### src/rtl/iau_pkg.sv
`timescale 1ns/1ps
package iau_pkg;
  // Outcome of an acknowledge strobe
  typedef enum logic [1:0] {
    ACK_NONE  = 2'd0,
    ACK_EMPTY = 2'd1,
    ACK_SPUR  = 2'd2,
    ACK_TAKE  = 2'd3
  } ack_kind_e;
endpackage

### src/rtl/iau_prio_pick.sv
`timescale 1ns/1ps
module iau_prio_pick #(
  parameter int N  = 8,
  parameter int PW = 4,
  localparam int IW = (N > 1) ? $clog2(N) : 1
) (
  input  logic [N-1:0]    mask,
  input  logic [N*PW-1:0] prio_flat,
  output logic            found,
  output logic [IW-1:0]   idx,
  output logic [PW-1:0]   prio
);
  // Strictly greater wins, so the lowest index keeps a tie
  always_comb begin
    found = 1'b0;
    idx   = '0;
    prio  = '0;
    for (int i = 0; i < N; i++) begin
      if (mask[i] && (!found || prio_flat[i*PW +: PW] > prio)) begin
        found = 1'b1;
        idx   = IW'(i);
        prio  = prio_flat[i*PW +: PW];
      end
    end
  end
endmodule

### src/rtl/iau_cfg_regs.sv
`timescale 1ns/1ps
module iau_cfg_regs #(
  parameter int PW = 4,
  parameter int VW = 8
) (
  input  logic          clk,
  input  logic          rst_n,
  input  logic          tp_wr,
  input  logic [PW-1:0] tp_wdata,
  input  logic          spv_wr,
  input  logic [VW-1:0] spv_wdata,
  output logic [PW-1:0] tp_q,
  output logic [VW-1:0] spv_q
);
  always_ff @(posedge clk) begin
    if (!rst_n) begin
      tp_q  <= '1;
      spv_q <= '1;
    end else begin
      if (tp_wr)  tp_q  <= tp_wdata;
      if (spv_wr) spv_q <= spv_wdata;
    end
  end


  tp_write_chk: assert property (@(posedge clk) disable iff (!rst_n)
    tp_wr |=> tp_q == $past(tp_wdata));

  spv_write_chk: assert property (@(posedge clk) disable iff (!rst_n)
    spv_wr |=> spv_q == $past(spv_wdata));
endmodule

### src/rtl/iau_set_ctrl.sv
`timescale 1ns/1ps
module iau_set_ctrl
  import iau_pkg::*;
#(
  parameter int N  = 8,
  parameter int PW = 4,
  parameter int VW = 8,
  localparam int IW = (N > 1) ? $clog2(N) : 1
) (
  input  logic            clk,
  input  logic            rst_n,
  input  logic [N*PW-1:0] src_prio,
  input  logic [N*VW-1:0] src_vec,
  input  logic [N-1:0]    src_level,
  input  logic [N-1:0]    lvl_low,
  input  logic            raise_valid,
  output logic            raise_ready,
  input  logic [IW-1:0]   raise_src,
  input  logic            ack_rd,
  output logic [VW-1:0]   ack_vec,
  input  logic            eoi_wr,
  input  logic [PW-1:0]   tp,
  input  logic [VW-1:0]   spv,
  // highest members from the pickers
  input  logic            r_found,
  input  logic [IW-1:0]   r_idx,
  input  logic [PW-1:0]   r_prio,
  input  logic            s_found,
  input  logic [IW-1:0]   s_idx,
  input  logic [PW-1:0]   s_prio,
  input  logic            s2_found,
  input  logic [PW-1:0]   s2_prio,
  output logic [N-1:0]    raised_q,
  output logic [N-1:0]    svc_q,
  output logic [N-1:0]    svc_after,
  output logic [N-1:0]    pend_clr,
  output logic            irq_o
);
  logic [N-1:0] act_q;
  logic [N-1:0] raised_d, svc_d, act_d;
  logic         irq_d;
  ack_kind_e    kind;
  logic         raise_fire, raise_ok, raise_irq, eoi_go, eoi_irq;
  logic [PW-1:0] rq_prio;
  logic [N-1:0] r_bit, s_bit, rq_bit;

  assign r_bit  = N'(1) << r_idx;
  assign s_bit  = N'(1) << s_idx;
  assign rq_bit = N'(1) << raise_src;

  // Stream edge: stalls whenever a processor strobe is present
  assign raise_ready = !ack_rd && !eoi_wr;
  assign raise_fire  = raise_valid && raise_ready;
  assign rq_prio     = src_prio[raise_src*PW +: PW];
  assign raise_ok    = raise_fire && (rq_prio > tp) && !raised_q[raise_src];
  assign raise_irq   = raise_ok
                     && (!r_found || rq_prio >= r_prio)
                     && (!s_found || rq_prio >= s_prio);

  // Acknowledge classification
  always_comb begin
    if (!ack_rd)                                  kind = ACK_NONE;
    else if (!r_found)                            kind = ACK_EMPTY;
    else if (!act_q[r_idx] || r_prio <= tp)       kind = ACK_SPUR;
    else                                          kind = ACK_TAKE;
  end

  assign ack_vec  = (kind == ACK_TAKE) ? src_vec[r_idx*VW +: VW] : spv;
  assign pend_clr = (ack_rd && r_found && !src_level[r_idx]) ? r_bit : '0;

  // End of interrupt
  assign eoi_go    = eoi_wr && !ack_rd;
  assign svc_after = s_found ? (svc_q & ~s_bit) : svc_q;
  assign eoi_irq   = eoi_go && r_found && (!s2_found || r_prio > s2_prio);

  always_comb begin
    raised_d = raised_q;
    svc_d    = svc_q;
    act_d    = act_q;
    if (raise_ok) begin
      raised_d = raised_d | rq_bit;
      act_d    = act_d | rq_bit;
    end
    if (kind != ACK_NONE && kind != ACK_EMPTY) begin
      raised_d = raised_d & ~r_bit;
      if (kind == ACK_SPUR)         act_d = act_d & ~r_bit;
      if (kind == ACK_TAKE)         svc_d = svc_d | r_bit;
      if (!src_level[r_idx])        act_d = act_d & ~r_bit;
    end
    if (eoi_go) svc_d = svc_after;
    act_d = act_d & ~lvl_low;
  end

  always_comb begin
    if (ack_rd)                     irq_d = 1'b0;
    else if (raise_irq || eoi_irq)  irq_d = 1'b1;
    else                            irq_d = irq_o;
  end

  always_ff @(posedge clk) begin
    if (!rst_n) begin
      raised_q <= '0;
      svc_q    <= '0;
      act_q    <= '0;
      irq_o    <= 1'b0;
    end else begin
      raised_q <= raised_d;
      svc_q    <= svc_d;
      act_q    <= act_d;
      irq_o    <= irq_d;
    end
  end


  ack_drops_irq_chk: assert property (@(posedge clk) disable iff (!rst_n)
    ack_rd |=> !irq_o);

  raise_joins_chk: assert property (@(posedge clk) disable iff (!rst_n)
    (raise_valid && raise_ready && !raised_q[raise_src]
      && src_prio[raise_src*PW +: PW] > tp) |=> raised_q[$past(raise_src)]);

  take_moves_chk: assert property (@(posedge clk) disable iff (!rst_n)
    (kind == ACK_TAKE) |=> (svc_q[$past(r_idx)] && !raised_q[$past(r_idx)]));

  pend_onehot_chk: assert property (@(posedge clk) disable iff (!rst_n)
    $onehot0(pend_clr));

  eoi_retire_chk: assert property (@(posedge clk) disable iff (!rst_n)
    (eoi_wr && !ack_rd && s_found) |=> $countones(svc_q) == $past($countones(svc_q)) - 1);

  eoi_lost_chk: assert property (@(posedge clk) disable iff (!rst_n)
    (ack_rd && eoi_wr && !r_found) |=> svc_q == $past(svc_q));
endmodule

### src/rtl/cpu_ack_unit.sv
`timescale 1ns/1ps
module cpu_ack_unit #(
  parameter int N  = 8,
  parameter int PW = 4,
  parameter int VW = 8,
  localparam int IW = (N > 1) ? $clog2(N) : 1
) (
  input  logic            clk,
  input  logic            rst_n,
  input  logic [N*PW-1:0] src_prio,
  input  logic [N*VW-1:0] src_vec,
  input  logic [N-1:0]    src_level,
  input  logic [N-1:0]    lvl_low,
  input  logic            raise_valid,
  output logic            raise_ready,
  input  logic [IW-1:0]   raise_src,
  input  logic            ack_rd,
  output logic [VW-1:0]   ack_vec,
  input  logic            eoi_wr,
  input  logic            tp_wr,
  input  logic [PW-1:0]   tp_wdata,
  input  logic            spv_wr,
  input  logic [VW-1:0]   spv_wdata,
  output logic [N-1:0]    pend_clr,
  output logic            irq_o
);
  logic [PW-1:0] tp_q;
  logic [VW-1:0] spv_q;
  logic [N-1:0]  raised_q, svc_q, svc_after;
  logic          r_found, s_found, s2_found;
  logic [IW-1:0] r_idx, s_idx, s2_idx;
  logic [PW-1:0] r_prio, s_prio, s2_prio;

  iau_cfg_regs #(.PW(PW), .VW(VW)) u_cfg (
    .clk(clk), .rst_n(rst_n),
    .tp_wr(tp_wr), .tp_wdata(tp_wdata),
    .spv_wr(spv_wr), .spv_wdata(spv_wdata),
    .tp_q(tp_q), .spv_q(spv_q)
  );

  iau_prio_pick #(.N(N), .PW(PW)) u_pick_raised (
    .mask(raised_q), .prio_flat(src_prio),
    .found(r_found), .idx(r_idx), .prio(r_prio)
  );

  iau_prio_pick #(.N(N), .PW(PW)) u_pick_svc (
    .mask(svc_q), .prio_flat(src_prio),
    .found(s_found), .idx(s_idx), .prio(s_prio)
  );

  iau_prio_pick #(.N(N), .PW(PW)) u_pick_after (
    .mask(svc_after), .prio_flat(src_prio),
    .found(s2_found), .idx(s2_idx), .prio(s2_prio)
  );

  iau_set_ctrl #(.N(N), .PW(PW), .VW(VW)) u_ctrl (
    .clk(clk), .rst_n(rst_n),
    .src_prio(src_prio), .src_vec(src_vec), .src_level(src_level),
    .lvl_low(lvl_low),
    .raise_valid(raise_valid), .raise_ready(raise_ready), .raise_src(raise_src),
    .ack_rd(ack_rd), .ack_vec(ack_vec), .eoi_wr(eoi_wr),
    .tp(tp_q), .spv(spv_q),
    .r_found(r_found), .r_idx(r_idx), .r_prio(r_prio),
    .s_found(s_found), .s_idx(s_idx), .s_prio(s_prio),
    .s2_found(s2_found), .s2_prio(s2_prio),
    .raised_q(raised_q), .svc_q(svc_q), .svc_after(svc_after),
    .pend_clr(pend_clr), .irq_o(irq_o)
  );

  logic unused_idx;
  assign unused_idx = ^s2_idx;
endmodule

### config.mk
export PLATFORM = sky130hd
export DESIGN_NAME = cpu_ack_unit
export DESIGN_NICKNAME = d
export VERILOG_FILES = /design/src/rtl/iau_pkg.sv /design/src/rtl/iau_prio_pick.sv /design/src/rtl/iau_cfg_regs.sv /design/src/rtl/iau_set_ctrl.sv /design/src/rtl/cpu_ack_unit.sv
export SDC_FILE = /design/constraint.sdc
export NUM_CORES = 1
export LEC_CHECK = 0
export ABC_AREA = 1
export BUFFER_PORTS_ARGS = -buffer_cell sky130_fd_sc_hd__buf_2
export CORE_AREA = 2 2 137 139
export CTS_CLUSTER_DIAMETER = 120
export DETAILED_ROUTE_END_ITERATION = 10
export DIE_AREA = 0 0 139 141
export GPL_TIMING_DRIVEN = 0
export PLACE_DENSITY = 0.53
export RECOVER_POWER = 100
export SKIP_LAST_GASP = 1
export SYNTH_ARGS = -nofsm -noshare
export SYNTH_HDL_FRONTEND = slang
export SYNTH_SLANG_ARGS = --single-unit
### constraint.sdc
create_clock -name clk -period 36.8 [get_ports clk]
set_input_delay 0 -clock clk [delete_from_list [all_inputs] [get_ports clk]]
set_output_delay 0 -clock clk [all_outputs]
set_load 0.01 [all_outputs]
; Word-level counts from Yosys, hierarchy flattened
; Cells that the tools add are included.
[word_totals]
in_bits = 134
register_bits = 37
elab_cells = 231
out_inout_bits = 18
[classes]
n_reduce_logical = 93
n_bitwise = 12
muxes = 84
eq_ne = 3
magnitude_cmp = 28
shifts = 5
[op_table]
columns = operator, n
row1 = $mux 8, 13
row2 = $mux 4, 24
row3 = $gt 4x4->1, 23
row4 = $shiftx 64x7->8, 1
row5 = $and 8x8->8, 5
row6 = $logic_and 1x1->1, 33
row7 = $shiftx 32x6->4, 1
row8 = $mux 1, 30
row9 = $logic_not 1->1, 29
row10 = $logic_or 1x1->1, 26
row11 = $mux 3, 8
row12 = $not 8->8, 3
row13 = $or 8x8->8, 3
row14 = $shl 1x3->8 const A, 3
row15 = $mux 2, 6
row16 = $bmux 1 s3, 3
row17 = $ge 4x4->1, 2
row18 = $lt 3x4->1 const B, 2
row19 = $reduce_bool 2->1, 3
row20 = $eq 2x2->1 const B, 2
row21 = $le 4x4->1, 1
row22 = $ne 2x1->1 const B, 1
row23 = $reduce_and 2->1, 1
row24 = $reduce_or 2->1, 1
row25 = $not 1->1, 1

; Depth between registers and ports, before layout
[depth]
ltp_word = 66
depth_mapped = 158
depth_no_buf = 156

; Cells and area by module
; A second synthesis with hierarchy kept.
[hier_totals]
hier_cells = 1258
hier_area_um2 = 7141.8
[by_module_without_submodules]
columns = module, n_inst, cells_per_inst, area_per_inst_um2, seq_area_each_um2
row1 = iau_set_ctrl, 1, 523, 2926.6, 500.5
row2 = iau_prio_pick (u_pick_after ...), 2, 227, 1255.0, 0.0
row3 = iau_prio_pick (u_pick_raised), 1, 229, 1261.2, 0.0
row4 = iau_cfg_regs, 1, 52, 444.2, 240.2

; Worst setup path after synthesis
; OpenSTA, ideal clock, no wires.
[synth_timing]
kind = reg-to-reg
start = register u_ctrl.svc_q[0]
end = register u_ctrl.irq_o
arrival_ns = 15.164
setup_slack_ns = 21.521
stages_incl_launch_ff = 148
required_ns = 36.684
n_path_buf = 2
period_less_slack_ns = 15.279
setup_time_ns = 0.116
cell_sequence = dfxtp_1 buf_6 nand2_1 ha_1 nand2_1 inv_2 nand2_1 nand2_1 nand2_1 nand2_2 nand2_2 o21ai_0 ha_1 inv_1 nor2_1 o21ai_1 nand2_1 nand2_1 [112 not listed] o21bai_1 nand2_1 o21ai_0 nand2_1 nand2_1 or2_2 nand2_1 ha_1 inv_1 nor2_1 o21bai_1 nand2_1 o21ai_0 o21ai_0 nand3_1 nand2_1 o21ai_0 nor2_1
[synth_between]
elab_chain_len = 66
word_cells_on_any_way = 108
cone_classes = order compare: 16 / shift: 1 / mux: 40 / bitwise: 2 / reduce/logical: 49
[synth_lines]
columns = element, line
row1 = from (decl), iau_set_ctrl.sv:34  ; output logic [N-1:0] svc_q,
row2 = from (signal assigned), iau_set_ctrl.sv:108  ; svc_q <= svc_d;
row3 = $mux 4 or $mux 1 (tied branches), iau_prio_pick.sv:19  ; if (mask[i] && (!found || prio_flat[i*PW +: PW] > prio)) begin
row4 = $gt 4x4->1 or $logic_not 1->1 (tied branches), iau_prio_pick.sv:19
row5 = $logic_or 1x1->1, iau_prio_pick.sv:19
row6 = $logic_and 1x1->1, iau_prio_pick.sv:19
row7 = $mux 4 or $mux 1 (tied branches), iau_prio_pick.sv:19
row8 = $gt 4x4->1 or $logic_not 1->1 (tied branches), iau_prio_pick.sv:19
row9 = $logic_or 1x1->1, iau_prio_pick.sv:19
row10 = $logic_and 1x1->1, iau_prio_pick.sv:19
row11 = [50 not listed], --
row12 = $gt 4x4->1 or $logic_not 1->1 (tied branches), iau_prio_pick.sv:19
row13 = $logic_or 1x1->1, iau_prio_pick.sv:19
row14 = $logic_and 1x1->1, iau_prio_pick.sv:19
row15 = $mux 4 or $mux 1 (tied branches), iau_prio_pick.sv:19
row16 = $gt 4x4->1 or $logic_not 1->1 (tied branches), iau_set_ctrl.sv:74  ; assign eoi_irq = eoi_go && r_found && (!s2_found || r_prio > s2_prio);
row17 = $logic_or 1x1->1, iau_set_ctrl.sv:74
row18 = $logic_and 1x1->1, iau_set_ctrl.sv:74
row19 = $logic_or 1x1->1 (*), iau_set_ctrl.sv:96  ; else if (raise_irq || eoi_irq) irq_d = 1'b1;
row20 = to (signal assigned), iau_set_ctrl.sv:110  ; irq_o <= irq_d;
row21 = to (decl), iau_set_ctrl.sv:37  ; output logic irq_o
; Mark *: on every way between the ends. The rest lies on a longest branch, timed or not.
; A chain may end at the register's enable or synchronous reset.

; Final worst setup path
; Same ends and word-level chain as after synthesis.

==> impl_results.md <==
* Total gr overflow at 0
* Residual DRC count at 0
* Yosys top cell area share at between 20 and 25%
* Htree depth at 2
* Register Area at approximately 740 um^2
* DR pass1 iterations at 5
* WHS Path Cells at 2
* Final worst slack at approximately 19 ns
* Peak VDD IR at roughly 0.016 mV
* Std cell rows at 50
* Setup Viol. Count Final at 0
* Crit. End Element: flip-flop
* Period minus WS final at about 18 ns
* Yosys cell types at 45
* Fraction of registers with async set/reset at 0%
* Status: complete, but fails checks
* Setup_tns at 0 ns
* Clock Sinks at 37
* Max-Cap Viols at 0
* Crit path max-delay cell type: o21ai_0
* Count leader, synth: nand2_1
* Total chip power at 0.0001501 W
* Crit path required time at about 37 ns
* CTS tree: done
* DIE AREA at about 20000 um^2
* CP startpoint kind: flip-flop
* Fillcell total at between 2000 and 2500
* Worst reg2reg path depth at around 150
* Leakage at between 4 and 5 nW
* DIE WIDTH at 139 um
* Routability Congestion at 0.8493
* Final WL at between 20 and 25 mm
* Port bufs at 150
* Top Ports at about 150
* CP top delay family: simple AND/OR/NAND/NOR gates
* Top FF cell, synth: dfxtp_1
* Tot GR Track Use at approximately 22%
* Initial antenna violation count at 0
* Vias per Instance at about 5.2
* Syn Nets at roughly 1300
* Critical path class: flip-flop to flip-flop
* Clock Latency Late Sink at 0.29 ns
* Levels on crit path at ~150
* Wire length per cell at between 15 and 20 um
* Synth cell count leaders: 307 x nand2_1, 116 x inv_1, 102 x ha_1
* Fin. Hold Viols at 1
* Largest stage delay on the critical path at 0.34 ns
* Slew Limit Fails at 0
* Antenna viol nets, final at 0
* Vias in the first global route at between 7000 and 8000
* Worst-Margin Slew at ~0.87 ns
* RSZ-0062 raised after global routing: false
* First-pass GRT wire length at between 30 and 40 mm
* CP arrival at around 18 ns
* Layout cells sized above 1 at roughly 15%
* Crit share post-route at between 40 and 50%
* Syn Area/Cell at around 6 um^2
* Final antenna diode count at 0
* Buf/Inv on CP at 13
* Seq cells post-synth at 37
* Leading area contributor after synthesis: ha_1
* CTS Buf Count at 5
* Post-CTS Resized at 0
* Footprint of the multi-input gates at 4906 um^2
* Failing checks: hold timing
* Gate Count Post-Synth at roughly 1000
* Power Density at 19.57 nW/um^2
* CTS Root Cell: clkbuf_16
* 1st-iter DRT viols at between 400 and 500
* Crit path max fanout at 10
* Fmax at between 0.05 and 0.06 GHz
* EDFF count, synth at 0
* Via count at around 7500
* CP dominant cell by count: nand2_1
* Hold slack at -0.003043 ns
* Initial Utilization at approximately 34%
* Pre-CTS WS at ~19 ns
* Clk buf depth at 2
* Rel. slew slack at 41.58%
* Largest net degree at the start of global routing at 13
* Reg clk slew, reported paths at approximately 0.060 ns
* Die Y at 141 um
* Synth warn at 0
* Sequential element share of the synthesized area at 11.88%
* Hpwl dp at ~18 mm
* Largest cells by area after synthesis: ha_1 20%, nand2_1 18%, dfxtp_1 12%
* Synth Cell Area at roughly 6200 um^2
* Setup Fix Bufs, Post-CTS at 0
* Hold Path Class: primary input to flip-flop
* Setup Skew at 0.005401 ns
* Area Overhead vs Synth at 22.97%
* Core Area at ~18000 um^2
* Nets@finish at roughly 1400
[repair_timing]
item / CTS / global route
hold endpoints to repair: 21 / 0
hold buffers: 24 / 0
setup endpoints to repair: 0 / 0
[worst reg2reg max path, delay by kind of cell, from the launching register on]
| kind | cells | cell delay, ns |
|---|---|---|
| compound gates | 36 | 4.78 |
| flops | 1 | 0.32 |
| fa+ha+maj | 15 | 4.27 |
| simple gates | 81 | 7.61 |
| buf+inv | 13 | 0.89 |
[final cells by class]
type	instances	area share, %
Multi-Input combinational cell	845	63.97
Timing Repair Buffer	174	12.60
Sequential cell	37	9.659
Inverter	131	6.477
Tap cell	234	3.818
Clock buffer	6	1.811
Buffer	19	1.175
Clock inverter	2	0.4895
[final timing paths]
path                                      start        endpoint  slack [ns]
worst max-delay path            u_ctrl.svc_q[0]    u_ctrl.irq_o       18.80
worst min-delay path                      tp_wr   u_cfg.tp_q[2]      -0.003
worst max register to register  u_ctrl.svc_q[0]    u_ctrl.irq_o       18.80
worst min register to register   u_cfg.spv_q[0]  u_cfg.spv_q[0]        0.46
[per-layer routing]
layer	vias to the layer above	part of all wire, %	global-route usage [%]	routed length [um]
met1	3399	48	30.46	10630
li1	3879	-	-	-
met3	19	5.4	1.970	1191
met4	0	1.1	3.615	234
met5	-	0	0	0
met2	224	46	37.91	10080
[registers in the layout, indices dropped and copies added (netlist names)]
register         count
u_ctrl.act_q         8
u_ctrl.svc_q         8
u_cfg.spv_q          8
u_ctrl.irq_o         1
u_cfg.tp_q           4
u_ctrl.raised_q      8
[cell usage in the layout (no fill, tap or decap), drive strengths merged, types with 8 or more instances in the layout]
master / n
inv: 127
nand4: 12
clkbuf: 43
a21oi: 62
ha: 102
o21bai: 16
buf: 132
o21ai: 118
dlygate4sd3: 24
a2111oi: 8
nand2: 328
dfxtp: 37
nor2: 73
nand3: 47
a221oi: 20
[kinds of logic (layout without fill, tap and decap cells)]
logic type | count (synthesis) | count (layout) | synth area share, %
AO/OA/AOI/OAI | 264 | 264 | 25.48
adder cells (fa/ha/maj) | 102 | 102 | 20.47
buffers and inverters | 150 | 332 | 9.410
flip-flops | 37 | 37 | 11.88
AND/OR/NAND/NOR | 479 | 479 | 32.77
[through the flow]
stage	instance area [um^2]	std cells	utilization, %
after detailed placement	7279	1416	39.85
after global routing	7669	1448	41.98
after CTS	7696	1448	42.13
final	7669	1448	41.98
after global placement	7279	1416	39.85
after floorplan	6236	1032	-
[where the power goes]
group          switching, W  leakage [nW]  internal, W
Combinational     0.0000328          3.73    0.0000231
Clock             0.0000186        0.0831    0.0000339
Sequential      0.000000583         0.302    0.0000412
Power figures use the tool's default switching activity.
